--- src/rtl/acq_pkg.sv ---
`timescale 1ns/1ps
package acq_pkg;

  typedef enum logic [3:0] {
    ST_IDLE,
    ST_REQ,
    ST_WAIT_GRANT,
    ST_I1,
    ST_I2,
    ST_TX,
    ST_OWNED,
    ST_REL_STB,
    ST_REL_OWN
  } acqState_t;

  // Strobes from the sequencer to the output stage, decoded for the next state
  typedef struct packed {
    logic holdReq;
    logic own;
    logic dirDrive;
    logic strobeDrive;
    logic latchDir;
  } acqCtrl_t;

endpackage

--- src/rtl/acq_sync.sv ---
`timescale 1ns/1ps
module acq_sync #(
  parameter int WIDTH = 2,
  parameter int STAGES = 2,
  parameter logic [WIDTH-1:0] RST_VAL = '0
) (
  input  logic             clk,
  input  logic             rstN,
  input  logic [WIDTH-1:0] asyncIn,
  output logic [WIDTH-1:0] syncOut
);

  logic [WIDTH-1:0] stageQ [STAGES];

  for (genvar g = 0; g < STAGES; g++) begin : gStage
    if (g == 0) begin : gFirst
      always_ff @(posedge clk or negedge rstN) begin
        if (!rstN) stageQ[g] <= RST_VAL;
        else       stageQ[g] <= asyncIn;
      end
    end else begin : gNext
      always_ff @(posedge clk or negedge rstN) begin
        if (!rstN) stageQ[g] <= RST_VAL;
        else       stageQ[g] <= stageQ[g-1];
      end
    end
  end

  assign syncOut = stageQ[STAGES-1];

endmodule

--- src/rtl/acq_ctrl.sv ---
`timescale 1ns/1ps
module acq_ctrl
  import acq_pkg::*;
(
  input  logic     clk,
  input  logic     rstN,
  input  logic     dmaReq,
  input  logic     ackSync,
  input  logic     busySync,
  output acqCtrl_t ctrlNext
);

  acqState_t state, nextState;

  always_ff @(posedge clk or negedge rstN) begin
    if (!rstN) state <= ST_IDLE;
    else       state <= nextState;
  end

  always_comb begin
    nextState = state;
    unique case (state)
      ST_IDLE:       if (dmaReq) nextState = ST_REQ;
      ST_REQ:        nextState = ST_WAIT_GRANT;
      ST_WAIT_GRANT: begin
        if (!dmaReq)                    nextState = ST_REL_OWN;
        else if (ackSync && !busySync)  nextState = ST_I1;
      end
      ST_I1:         nextState = ST_I2;
      ST_I2:         nextState = ST_TX;
      ST_TX:         nextState = ST_OWNED;
      ST_OWNED:      if (!dmaReq) nextState = ST_REL_STB;
      ST_REL_STB:    nextState = ST_REL_OWN;
      ST_REL_OWN:    nextState = ST_IDLE;
      default:       nextState = ST_IDLE;
    endcase
  end

  // Decode on the next state so registered outputs line up with the state
  always_comb begin
    ctrlNext.holdReq     = (nextState != ST_IDLE);
    ctrlNext.own         = (nextState == ST_I2) || (nextState == ST_TX) ||
                           (nextState == ST_OWNED) || (nextState == ST_REL_STB);
    ctrlNext.dirDrive    = ctrlNext.own;
    ctrlNext.strobeDrive = (nextState == ST_OWNED);
    ctrlNext.latchDir    = (state == ST_IDLE) && (nextState == ST_REQ);
  end

  // Ownership may only be reached by passing through a grant wait first
  AST_I1_FROM_WAIT: assert property (@(posedge clk) disable iff (!rstN)
    (state == ST_I1) |-> ($past(state) == ST_WAIT_GRANT) && $past(ackSync) && !$past(busySync));

endmodule

--- src/rtl/acq_datapath.sv ---
`timescale 1ns/1ps
module acq_datapath
  import acq_pkg::*;
(
  input  logic     clk,
  input  logic     rstN,
  input  acqCtrl_t ctrlNext,
  input  logic     dmaRead,
  input  logic     chipSelN,
  output logic     holdReq,
  output logic     ownN,
  output logic     dirOut,
  output logic     dirOe,
  output logic     rdStrobeN,
  output logic     wrStrobeN,
  output logic     strobeOe,
  output logic     hostSelN
);

  logic holdReqQ, ownQ, dirOeQ, strobeOeQ, dirReadQ;

  always_ff @(posedge clk or negedge rstN) begin
    if (!rstN) begin
      holdReqQ  <= 1'b0;
      ownQ      <= 1'b0;
      dirOeQ    <= 1'b0;
      strobeOeQ <= 1'b0;
      dirReadQ  <= 1'b0;
    end else begin
      holdReqQ  <= ctrlNext.holdReq;
      ownQ      <= ctrlNext.own;
      dirOeQ    <= ctrlNext.dirDrive;
      strobeOeQ <= ctrlNext.strobeDrive;
      if (ctrlNext.latchDir) dirReadQ <= dmaRead;
    end
  end

  assign holdReq   = holdReqQ;
  assign ownN      = ~ownQ;
  assign dirOut    = ~dirReadQ;
  assign dirOe     = dirOeQ;
  assign strobeOe  = strobeOeQ;
  assign rdStrobeN = strobeOeQ;
  assign wrStrobeN = strobeOeQ;
  assign hostSelN  = ownQ | chipSelN;

  AST_OWN_UNDER_HOLD: assert property (@(posedge clk) disable iff (!rstN)
    !ownN |-> holdReq);

  AST_DIR_ONLY_OWNED: assert property (@(posedge clk) disable iff (!rstN)
    dirOe |-> !ownN);

  AST_STROBE_GAP: assert property (@(posedge clk) disable iff (!rstN)
    $rose(strobeOe) |-> (!ownN && $past(!ownN) && $past(!ownN, 2)));

  AST_RELEASE_ORDER: assert property (@(posedge clk) disable iff (!rstN)
    $rose(ownN) |-> (!strobeOe && !$past(strobeOe) && holdReq));

  AST_HOLD_DROP_LAST: assert property (@(posedge clk) disable iff (!rstN)
    $fell(holdReq) |-> (ownN && $past(ownN)));

endmodule

--- src/rtl/bus_acquire_ctrl.sv ---
`timescale 1ns/1ps
module bus_acquire_ctrl
  import acq_pkg::*;
#(
  parameter int SYNC_STAGES = 2
) (
  input  logic clk,
  input  logic rstN,
  input  logic dmaReq,
  input  logic dmaRead,
  input  logic busBusy,
  input  logic holdAck,
  input  logic chipSelN,
  output logic holdReq,
  output logic ownN,
  output logic dirOut,
  output logic dirOe,
  output logic rdStrobeN,
  output logic wrStrobeN,
  output logic strobeOe,
  output logic hostSelN
);

  localparam int SYNC_W = 2;
  localparam logic [SYNC_W-1:0] SYNC_RST = 2'b10; // busy assumed, no grant

  logic [SYNC_W-1:0] syncQ;
  logic              busySync, ackSync;
  acqCtrl_t          ctrlNext;

  acq_sync #(.WIDTH(SYNC_W), .STAGES(SYNC_STAGES), .RST_VAL(SYNC_RST)) uSync (
    .clk     (clk),
    .rstN    (rstN),
    .asyncIn ({busBusy, holdAck}),
    .syncOut (syncQ)
  );

  assign busySync = syncQ[1];
  assign ackSync  = syncQ[0];

  acq_ctrl uCtrl (
    .clk      (clk),
    .rstN     (rstN),
    .dmaReq   (dmaReq),
    .ackSync  (ackSync),
    .busySync (busySync),
    .ctrlNext (ctrlNext)
  );

  acq_datapath uDp (
    .clk       (clk),
    .rstN      (rstN),
    .ctrlNext  (ctrlNext),
    .dmaRead   (dmaRead),
    .chipSelN  (chipSelN),
    .holdReq   (holdReq),
    .ownN      (ownN),
    .dirOut    (dirOut),
    .dirOe     (dirOe),
    .rdStrobeN (rdStrobeN),
    .wrStrobeN (wrStrobeN),
    .strobeOe  (strobeOe),
    .hostSelN  (hostSelN)
  );

  // Ownership is taken two edges after a clean synchronized grant was seen
  AST_OWN_AFTER_GRANT: assert property (@(posedge clk) disable iff (!rstN)
    $fell(ownN) |-> ($past(ackSync, 2) && !$past(busySync, 2)));

endmodule

--- config.mk ---
export PLATFORM = sky130hd
export DESIGN_NAME = bus_acquire_ctrl
export DESIGN_NICKNAME = d
export VERILOG_FILES = /design/src/rtl/acq_pkg.sv /design/src/rtl/acq_sync.sv /design/src/rtl/acq_ctrl.sv /design/src/rtl/acq_datapath.sv /design/src/rtl/bus_acquire_ctrl.sv
export SDC_FILE = /design/constraint.sdc
export NUM_CORES = 1
export LEC_CHECK = 0
export ABC_AREA = 1
export BUFFER_PORTS_ARGS = -buffer_cell sky130_fd_sc_hd__clkbuf_2
export CAP_MARGIN = 0
export CORE_MARGIN = 4
export CORE_UTILIZATION = 35
export CTS_BUF_LIST = sky130_fd_sc_hd__clkbuf_16
export CTS_CLUSTER_DIAMETER = 120
export CTS_CLUSTER_SIZE = 8
export DETAILED_ROUTE_END_ITERATION = 16
export PLACE_DENSITY_LB_ADDON = 0.15
export SLEW_MARGIN = 20
export SYNTH_ARGS = -nofsm -noshare
export SYNTH_HDL_FRONTEND = slang
export SYNTH_SLANG_ARGS = --single-unit
--- constraint.sdc ---
create_clock -name clk -period 3.13 [get_ports clk]
set_clock_uncertainty 0.05 [all_clocks]
set_input_delay 0.626 -clock clk [delete_from_list [all_inputs] [get_ports clk]]
set_output_delay 0.626 -clock clk [all_outputs]
set_load 0.01 [all_outputs]
---- Word-level counts from Yosys, hierarchy flattened ----
Index checks and enable logic that the tools add are counted.
word-level totals
  flip-flop bits (word level) ............. 12
  output and inout bits ................... 8
  word-level logic and storage cells ...... 35
  input bits .............................. 7
operators by class
  bitwise logic cells ..................... 3
  muxes and demuxes ....................... 5
  equal/unequal tests ..................... 12
  reduce and logical (&&, ||, !) cells .... 8
operators by type and width
  cell                  count
  $eq A4 B3 Y1 const B  8
  $pmux W4 S8           1
  $mux W4               4
  $eq A4 B1 Y1 const B  2
  $eq A4 B2 Y1 const B  2
  $logic_not A4 Y1      1
  $reduce_bool A4 Y1    1
  $logic_or A1 B1 Y1    3
  $logic_and A1 B1 Y1   2
  $not A1 Y1            2
  $logic_not A1 Y1      1
  $or A1 B1 Y1          1

---- Longest topological paths before layout ----
Gate-level depths: netlist of run 1.
  depth in word-level cells ............... 9
  gate-level depth with buffers ........... 6
  mapped depth without buffers ............ 6

---- Modules after synthesis ----
Synthesis of run 1 repeated with hierarchy kept, for this count alone.
second synthesis, totals
  cell total of the unflattened synthesis .. 69
  area total of the unflattened synthesis .. 625.6 um2
modules (own cells, without submodules)
  module        area an instance (um2)  cells an instance  instances
  acq_ctrl      339.1                   49                 1
  acq_datapath  168.9                   14                 1
  acq_sync      117.6                   6                  1

---- Worst setup path after synthesis of run 1 ----
Ideal clock, no wire load.
  path kind ............................... input port to output port
  from .................................... input port chipSelN
  to ...................................... output port hostSelN
  required time ........................... 2454 ps
  cell stages on the path ................. 1
  arrival time ............................ 914 ps
  buffers on the path ..................... 0
  slack ................................... 1540 ps
  path through ............................ or2_2
between the ends
  longest elaborated chain between the ends .. 1
ends and longest elaborated chain
  element          RTL line                RTL
  start, declared  bus_acquire_ctrl.sv:13  input logic chipSelN,
  $or A1 B1 Y1     acq_datapath.sv:45      assign hostSelN = ownQ | chipSelN;
  end, declared    bus_acquire_ctrl.sv:21  output logic hostSelN
Every way passes these cells.

---- Worst setup path after layout of run 1 ----
Same ends and word-level chain as after synthesis.

==> results of run 1 <==
state kept, by name, summed over array words and instances, names as in the netlist:
name / flops
uCtrl.state: 4
uSync.stageQ: 2
uSync.syncOut: 2
uDp.dirReadQ: 1
uDp.holdReq: 1
uDp.ownQ: 1
uDp.rdStrobeN: 1
worst max-delay path: cells and delay by family:
family,cells,cell delay (ns)
buffers and inverters,2,0.20
and+or+nand+nor,1,0.26
Yosys cell counts (2+ instances only):
master    n  share of area (%)
buf_4     2                2.9
dfrtp_1  10                 48
dfstp_2   2                 10
inv_1     7                5.0
inv_2     2                1.4
nand2_1   8                5.7
nand2_2   3                3.6
nand3_1   4                3.8
nand3_2   2                3.8
nor2_1    6                4.3
o21ai_0   2                1.9
stage by stage:
stage	utilization, %	cells	power [mW]	worst slack, ns	cell area [sq um]
2_1_floorplan	-	55	0.415	1.54	524
3_3_place_gp	44.3	82	0.472	1.37	598
3_5_place_dp	44.3	82	0.478	1.36	598
4_1_cts	50.1	86	0.714	1.36	677
5_1_grt	50.1	86	0.756	1.34	677
6_report	50.1	86	0.706	1.37	677
power by group:
part	total, mW	leakage [nW]	switching [mW]	internal (mW)
clock network	0.230	0.0385	0.0625	0.168
logic	0.236	0.166	0.147	0.0898
registers	0.239	0.144	0.0368	0.202
cells in the final DEF, fill, tap and decap left out:
cell,instances
nand3_2,2
inv_2,2
nor2_4,1
or2_2,1
o31ai_1,1
nand2_1,8
nand2_2,3
dfstp_2,2
clkinv_1,1
o22ai_1,1
clkbuf_2,14
dfrtp_1,10
a21oi_1,1
o21ai_0,2
clkbuf_16,3
nor2_2,1
nor2_1,6
a21oi_2,1
nand3_1,4
inv_1,7
how the worst min path moves through the flow:
| stage | start | to | slack, ns | cells after the start |
|---|---|---|---|---|
| after global placement | uSync.stageQ[2] | uSync.syncOut[0] | 0.29 | 0 |
| after floorplan | rstN | uCtrl.state[0] | 0.28 | 0 |
| final | rstN | uDp.holdReq | 0.21 | 1 |
| after global routing | rstN | uDp.holdReq | 0.24 | 1 |
| after detailed placement | uSync.stageQ[2] | uSync.syncOut[0] | 0.28 | 0 |
| after CTS | rstN | uDp.holdReq | 0.22 | 1 |
layout make-up:
| cell class | count | area, sq um |
|---|---|---|
| clock buffer | 3 | 75.1 |
| inverter | 9 | 33.8 |
| fill | 125 | 673 |
| multi-input combinational | 32 | 173 |
| timing repair buffer | 14 | 70.1 |
| tap | 15 | 18.8 |
| sequential | 12 | 303 |
| clock inverter | 1 | 3.75 |
kinds of logic (layout without fill, tap and decap cells):
group                  after synthesis  in the layout  synth area share, %
and+or+nand+nor                     26             26                 25.8
buffers and inverters               11             27                 9.31
AOI/OAI and AO/OA                    6              6                 7.16
DFF                                 12             12                 57.8
layer usage:
layer  GRT usage, %  part of all wire, %
met5              0                    0
met4           4.97                  2.4
met3           3.52                  8.3
met2           15.9                   46
met1           11.2                   44
==> metrics.md, run 1 <==
| Metric | Value |
|---|---|
| Outcome | completed |
| Ys flop type | dfrtp_1 |
| Clock-pin slew on the worst setup and hold paths | 0.04 ns |
| Relative slew slack | 81.2% |
| Wire length after detailed routing | 893 microns |
| Final Max Slew Viols | 0 |
| Post-CTS setup buffers | 0 |
| DRT Pass-1 Iters | 2 |
| Max Cap Viol | 0 |
| Reg2reg setup slack | 2.01 ns |
| Chip height | 46.7 microns |
| Reg2reg path depth | 6 |
| Critical Path Sink Type | primary output |
| Crit path arrival time | 1.09 ns |
| Peak per-stage delay on the critical path | 0.26 ns |
| CTS H-Tree Depth | 1 |
| YS warnings | 0 |
| Proportion of layout cells with a drive suffix above 1 | 42.3% |
| Deepest clock path buffer count | 2 |
| Total GRT Usage | 9.75% |
| Syn_area_per_cell | 9.53 sq um |
| Synthesized area | 524 sq um |
| Initial core utilization | 38.8% |
| # IOs | 15 |
| Root buffer cell | clkbuf_16 |
| RSZ-0062 raised after global routing | no |
| Critical Path RT | 2.45 ns |
| Hold WS | 0.209 ns |
| Worst Tran Pin Value | 0.282 ns |
| FF-to-FF End | uDp.rdStrobeN |
| Setup-failing EPs final | 0 |
| Fmax | 568 MHz |
| First-pass GRT wire length | 1.45 mm |
| Power per cell area | 1040 nW/um^2 |
| Via Count | 394 |
| Die width | 46.7 microns |
| CTS tree | yes |
| Sequential share of the synthesized area | 57.8% |
| Synth unique cells | 18 |
| CTS Buf Count | 3 |
| #FFs+latches synth | 12 |
| CP cell instances | clkbuf_2 -> or2_2 -> clkbuf_2 |
| Largest net degree at the start of global routing | 13 |
| Worst-path fanout max | 1 |
| Slowest CP cell | or2_2 |
| Leak pwr | 0.349 nW |
| Crit Path Class | primary input to primary output |
| Vias per cell | 4.58 |
| Placer congestion estimate | 0.753 |
| Max VDD drop | 354 uV |
| DRT iter0 DRCs | 4 |
| Core Region | 1350 sq um |
| Number of synthesized flops with an enable pin | 0 |
| Final nets | 79 |
| Final HPWL DP | 676 microns |
| Clk_lat worst skew | 0.24 ns |
| Post-Synthesis Cells | 55 |
| Number of antenna diodes | 0 |
| DR WL/cell | 10.4 microns |
| Floorplan row count | 13 |
| Post-route setup TNS | 0 ns |
| Post-CTS Hold Buffers | 0 |
| Syn-to-layout area delta | 29.1% |
| Clock Sinks | 12 |
| Vias in the first global route | 354 |
| Crit start category | primary input |
| Crit-path most repeated cell | clkbuf_2 |
| R2R Path Start | uCtrl.state[0] |
| Post-route ant nets | 0 |
| Part of the cycle the worst path needs | 56.3% |
| Hold Vio Cnt, Final | 0 |
| Worst Hold Class | primary input to asynchronous set/reset pin |
| Post-synth ARST share | 100% |
| Initial antenna violation count | 0 |
| Die area | 2180 sq um |
| CTS resizes | 0 |
| Period minus WS final | 1.76 ns |
| GRT overflow | 0 |
| Critical path origin | chipSelN |
| # DRC | 0 |
| Post-Syn Nets | 62 |
| Port Buffers | 14 |
| Crit path to | hostSelN |
Note: power is estimated with default switching activity, not from simulation.
==> run 2, diff against run 1 <==
Settings changed: ABC_AREA 1 to 0.
Clock period 3.13 ns to 1.5 ns, I/O delays scaled along.
==> run 2 against run 1 <==
Against the previous run:
- via count fell by 13%
- hold slack got worse by 0.11 ns
- critical path depth fell by 1
- core utilization fell by 1.6 points
- global-route usage barely moved
- power rose by 100%
- synthesized cell count fell by 20%
- area after synthesis fell by 6.2%
- cell area fell by 5.5%
- count of clock-buffer cells in the layout did not move
- combinational power rose by 60%
- critical endpoint unchanged
- largest cell class unchanged
==> metrics.md, run 2 <==
| Metric | Value |
|---|---|
| RSZ-0062 raised after global routing | no |
| Reg with most FFs | uCtrl.state |
| Worst Hold Class | primary input to register |
| Leak pwr | 0.307 nW |
| #FFs+latches synth | 12 |
| DR WL/cell | 10.9 microns |
| GRT overflow | 0 |
| Final Max Slew Viols | 0 |
| Fin cells | 73 |
| Syn-to-layout area delta | 30.0% |
| Vias in the first global route | 328 |
| Post-route setup TNS | 0 ns |
| Dpl ws | 0.286 ns |
| Via Count | 342 |
| Hold depth | 1 |
| FF-to-FF End | uDp.dirReadQ |
| Top-count cell post-synth | dfrtp_1 |
| Synth area leaders | dfrtp_1 51%, dfstp_2 11%, a21oi_1 5.1% |
| Worst Hold Launch | busBusy |
| Post-Synthesis Cells | 44 |
| Wire length after detailed routing | 797 microns |
| Final nets | 66 |
| Clk_lat worst skew | 0.24 ns |
| Synthesized area | 492 sq um |
| Post-synth ARST share | 100% |
| Placed cells | 68 |
| Setup slack after layout | 0.118 ns |
| Reg2reg setup slack | 0.26 ns |
| Area share of the largest cell type after synthesis | 50.9% |
| Most frequent cells in the layout | 14 x clkbuf_2, 10 x dfrtp_1, 5 x nor2_1, 5 x a21oi_1 |
| Die area | 2070 sq um |
| Placer congestion estimate | 0.757 |
| Reg2reg path depth | 3 |
| Max VDD drop | 1160 uV |
| Largest net degree at the start of global routing | 13 |
| R2R Path Start | uCtrl.state[1] |
| Period minus WS final | 1.38 ns |
| CTS resizes | 0 |
| Most common cell after layout, fill and taps aside | clkbuf_2 |
| Clock-pin slew on the worst setup and hold paths | 0.04 ns |
| Final HPWL DP | 584 microns |
| Number of synthesized flops with an enable pin | 0 |
| Deepest clock path buffer count | 2 |
| Clock Sinks | 12 |
| Part of the cycle the worst path needs | 92.1% |
| Hold WS | 0.0961 ns |
| Port Buffers | 14 |
| Setup-failing EPs final | 0 |
| CTS Buf Count | 3 |
| CTS H-Tree Depth | 1 |
| Worst Tran Pin Value | 0.345 ns |
| Root buffer cell | clkbuf_16 |
| DRT iter0 DRCs | 7 |
| Crit path arrival time | 1.03 ns |
| # IOs | 15 |
| Post-CTS Hold Buffers | 1 |
| Max Cap Viol | 0 |
| WHS Endpoint | uSync.stageQ[3] |
| Power per cell area | 2220 nW/um^2 |
| Sequential share of the synthesized area | 61.6% |
| Vias per cell | 4.68 |
| Post-CTS setup buffers | 0 |
| Proportion of layout cells with a drive suffix above 1 | 37.9% |
| Syn_area_per_cell | 11.2 sq um |
| Relative slew slack | 77.0% |
| Initial core utilization | 37.3% |
| Chip height | 45.5 microns |
| Post-route ant nets | 0 |
| Core Region | 1320 sq um |
| YS warnings | 0 |
| Max reg flops | 4 |
| Critical Path Sink Type | primary output |
| Die width | 45.5 microns |
| Fill count | 125 |
| Crit start category | register |
| Ys flop type | dfrtp_1 |
| First-pass GRT wire length | 1.39 mm |
| Total GRT Usage | 9.73% |
| Initial antenna violation count | 0 |
| Post-synthesis cell type with the largest combined area | dfrtp_1 |
| CTS tree | yes |
| Worst-path fanout max | 3 |
| Outcome | completed |
| DRT Pass-1 Iters | 4 |
| Crit Path Class | register to primary output |
| Critical Path RT | 1.15 ns |
| Fmax | 724 MHz |
| Most common library cells after synthesis | 10 x dfrtp_1, 5 x a21oi_1, 5 x nor2_1 |
| Synth unique cells | 19 |
| Number of antenna diodes | 0 |
| Floorplan row count | 13 |
| Post-Syn Nets | 51 |
| # DRC | 0 |
| Hold Vio Cnt, Final | 0 |
==> run 2: cell types whose count changed after synthesis, moves of 2 or more <==
cell,previous run,this run
clkbuf_2,0,2
nand3_2,2,0
a21oi_1,1,5
nand2_1,8,3
nand2b_1,0,2
nand2_2,3,0
inv_2,2,0
inv_1,7,2
nand3_1,4,0
nor4_1,0,2
==> run 2: critical path, cell delays in order (launching register included) <==
cell and delay [ns]:
dfrtp_1 0.38, or2_2 0.29, clkbuf_2 0.13
==> run 2: how the worst max path moves through the flow <==
stage,from,endpoint,slack [ns],depth (start not counted)
global route,uDp.ownQ,hostSelN,0.08,2
floorplan,uCtrl.state[3],uDp.dirReadQ,0.36,4
detailed placement,uCtrl.state[1],uDp.dirReadQ,0.29,3
CTS,uDp.ownQ,hostSelN,0.11,2
global placement,uCtrl.state[1],uDp.dirReadQ,0.32,3
finish,uDp.ownQ,hostSelN,0.12,2
==> run 2: layout make-up <==
type | instances | area [sq um] | area share, %
inverter | 2 | 7.51 | 1.17
timing repair buffer | 15 | 80.1 | 12.5
tap | 15 | 18.8 | 2.94
sequential | 12 | 303 | 47.4
clock inverter | 1 | 3.75 | 0.587
clock buffer | 3 | 75.1 | 11.7
multi-input combinational | 25 | 151 | 23.7
==> run 2: cells by family (layout without fill, tap and decap cells) <==
family / Yosys count / after routing / share of synthesized area [%]
compound gates: 7 / 7 / 7.89
xor+xnor: 1 / 1 / 1.78
buf+inv: 7 / 21 / 7.63
flops: 12 / 12 / 61.6
simple gates: 17 / 17 / 21.1
==> run 2: layer usage <==
layer | wire length (microns) | up-vias | GRT usage (%)
li1 | - | 169 | -
met1 | 344 | 154 | 12.3
met2 | 339 | 19 | 13.1
met3 | 113 | 0 | 6.32
met4 | 0 | 0 | 3.51
met5 | 0 | - | 0
==> run 2: report_power, final <==
| group | internal [mW] | total, mW | switching [mW] |
|---|---|---|---|
| Clock | 0.350 | 0.477 | 0.128 |
| Sequential | 0.426 | 0.564 | 0.137 |
| Combinational | 0.194 | 0.378 | 0.185 |
==> run 2: per-stage QoR <==
stage | util, % | instance area (sq um) | power (mW)
after floorplan | - | 492 | 0.845
after global placement | 41.8 | 551 | 0.942
after detailed placement | 41.8 | 551 | 0.948
after CTS | 48.5 | 639 | 1.44
after global routing | 48.5 | 639 | 1.52
final | 48.5 | 639 | 1.42
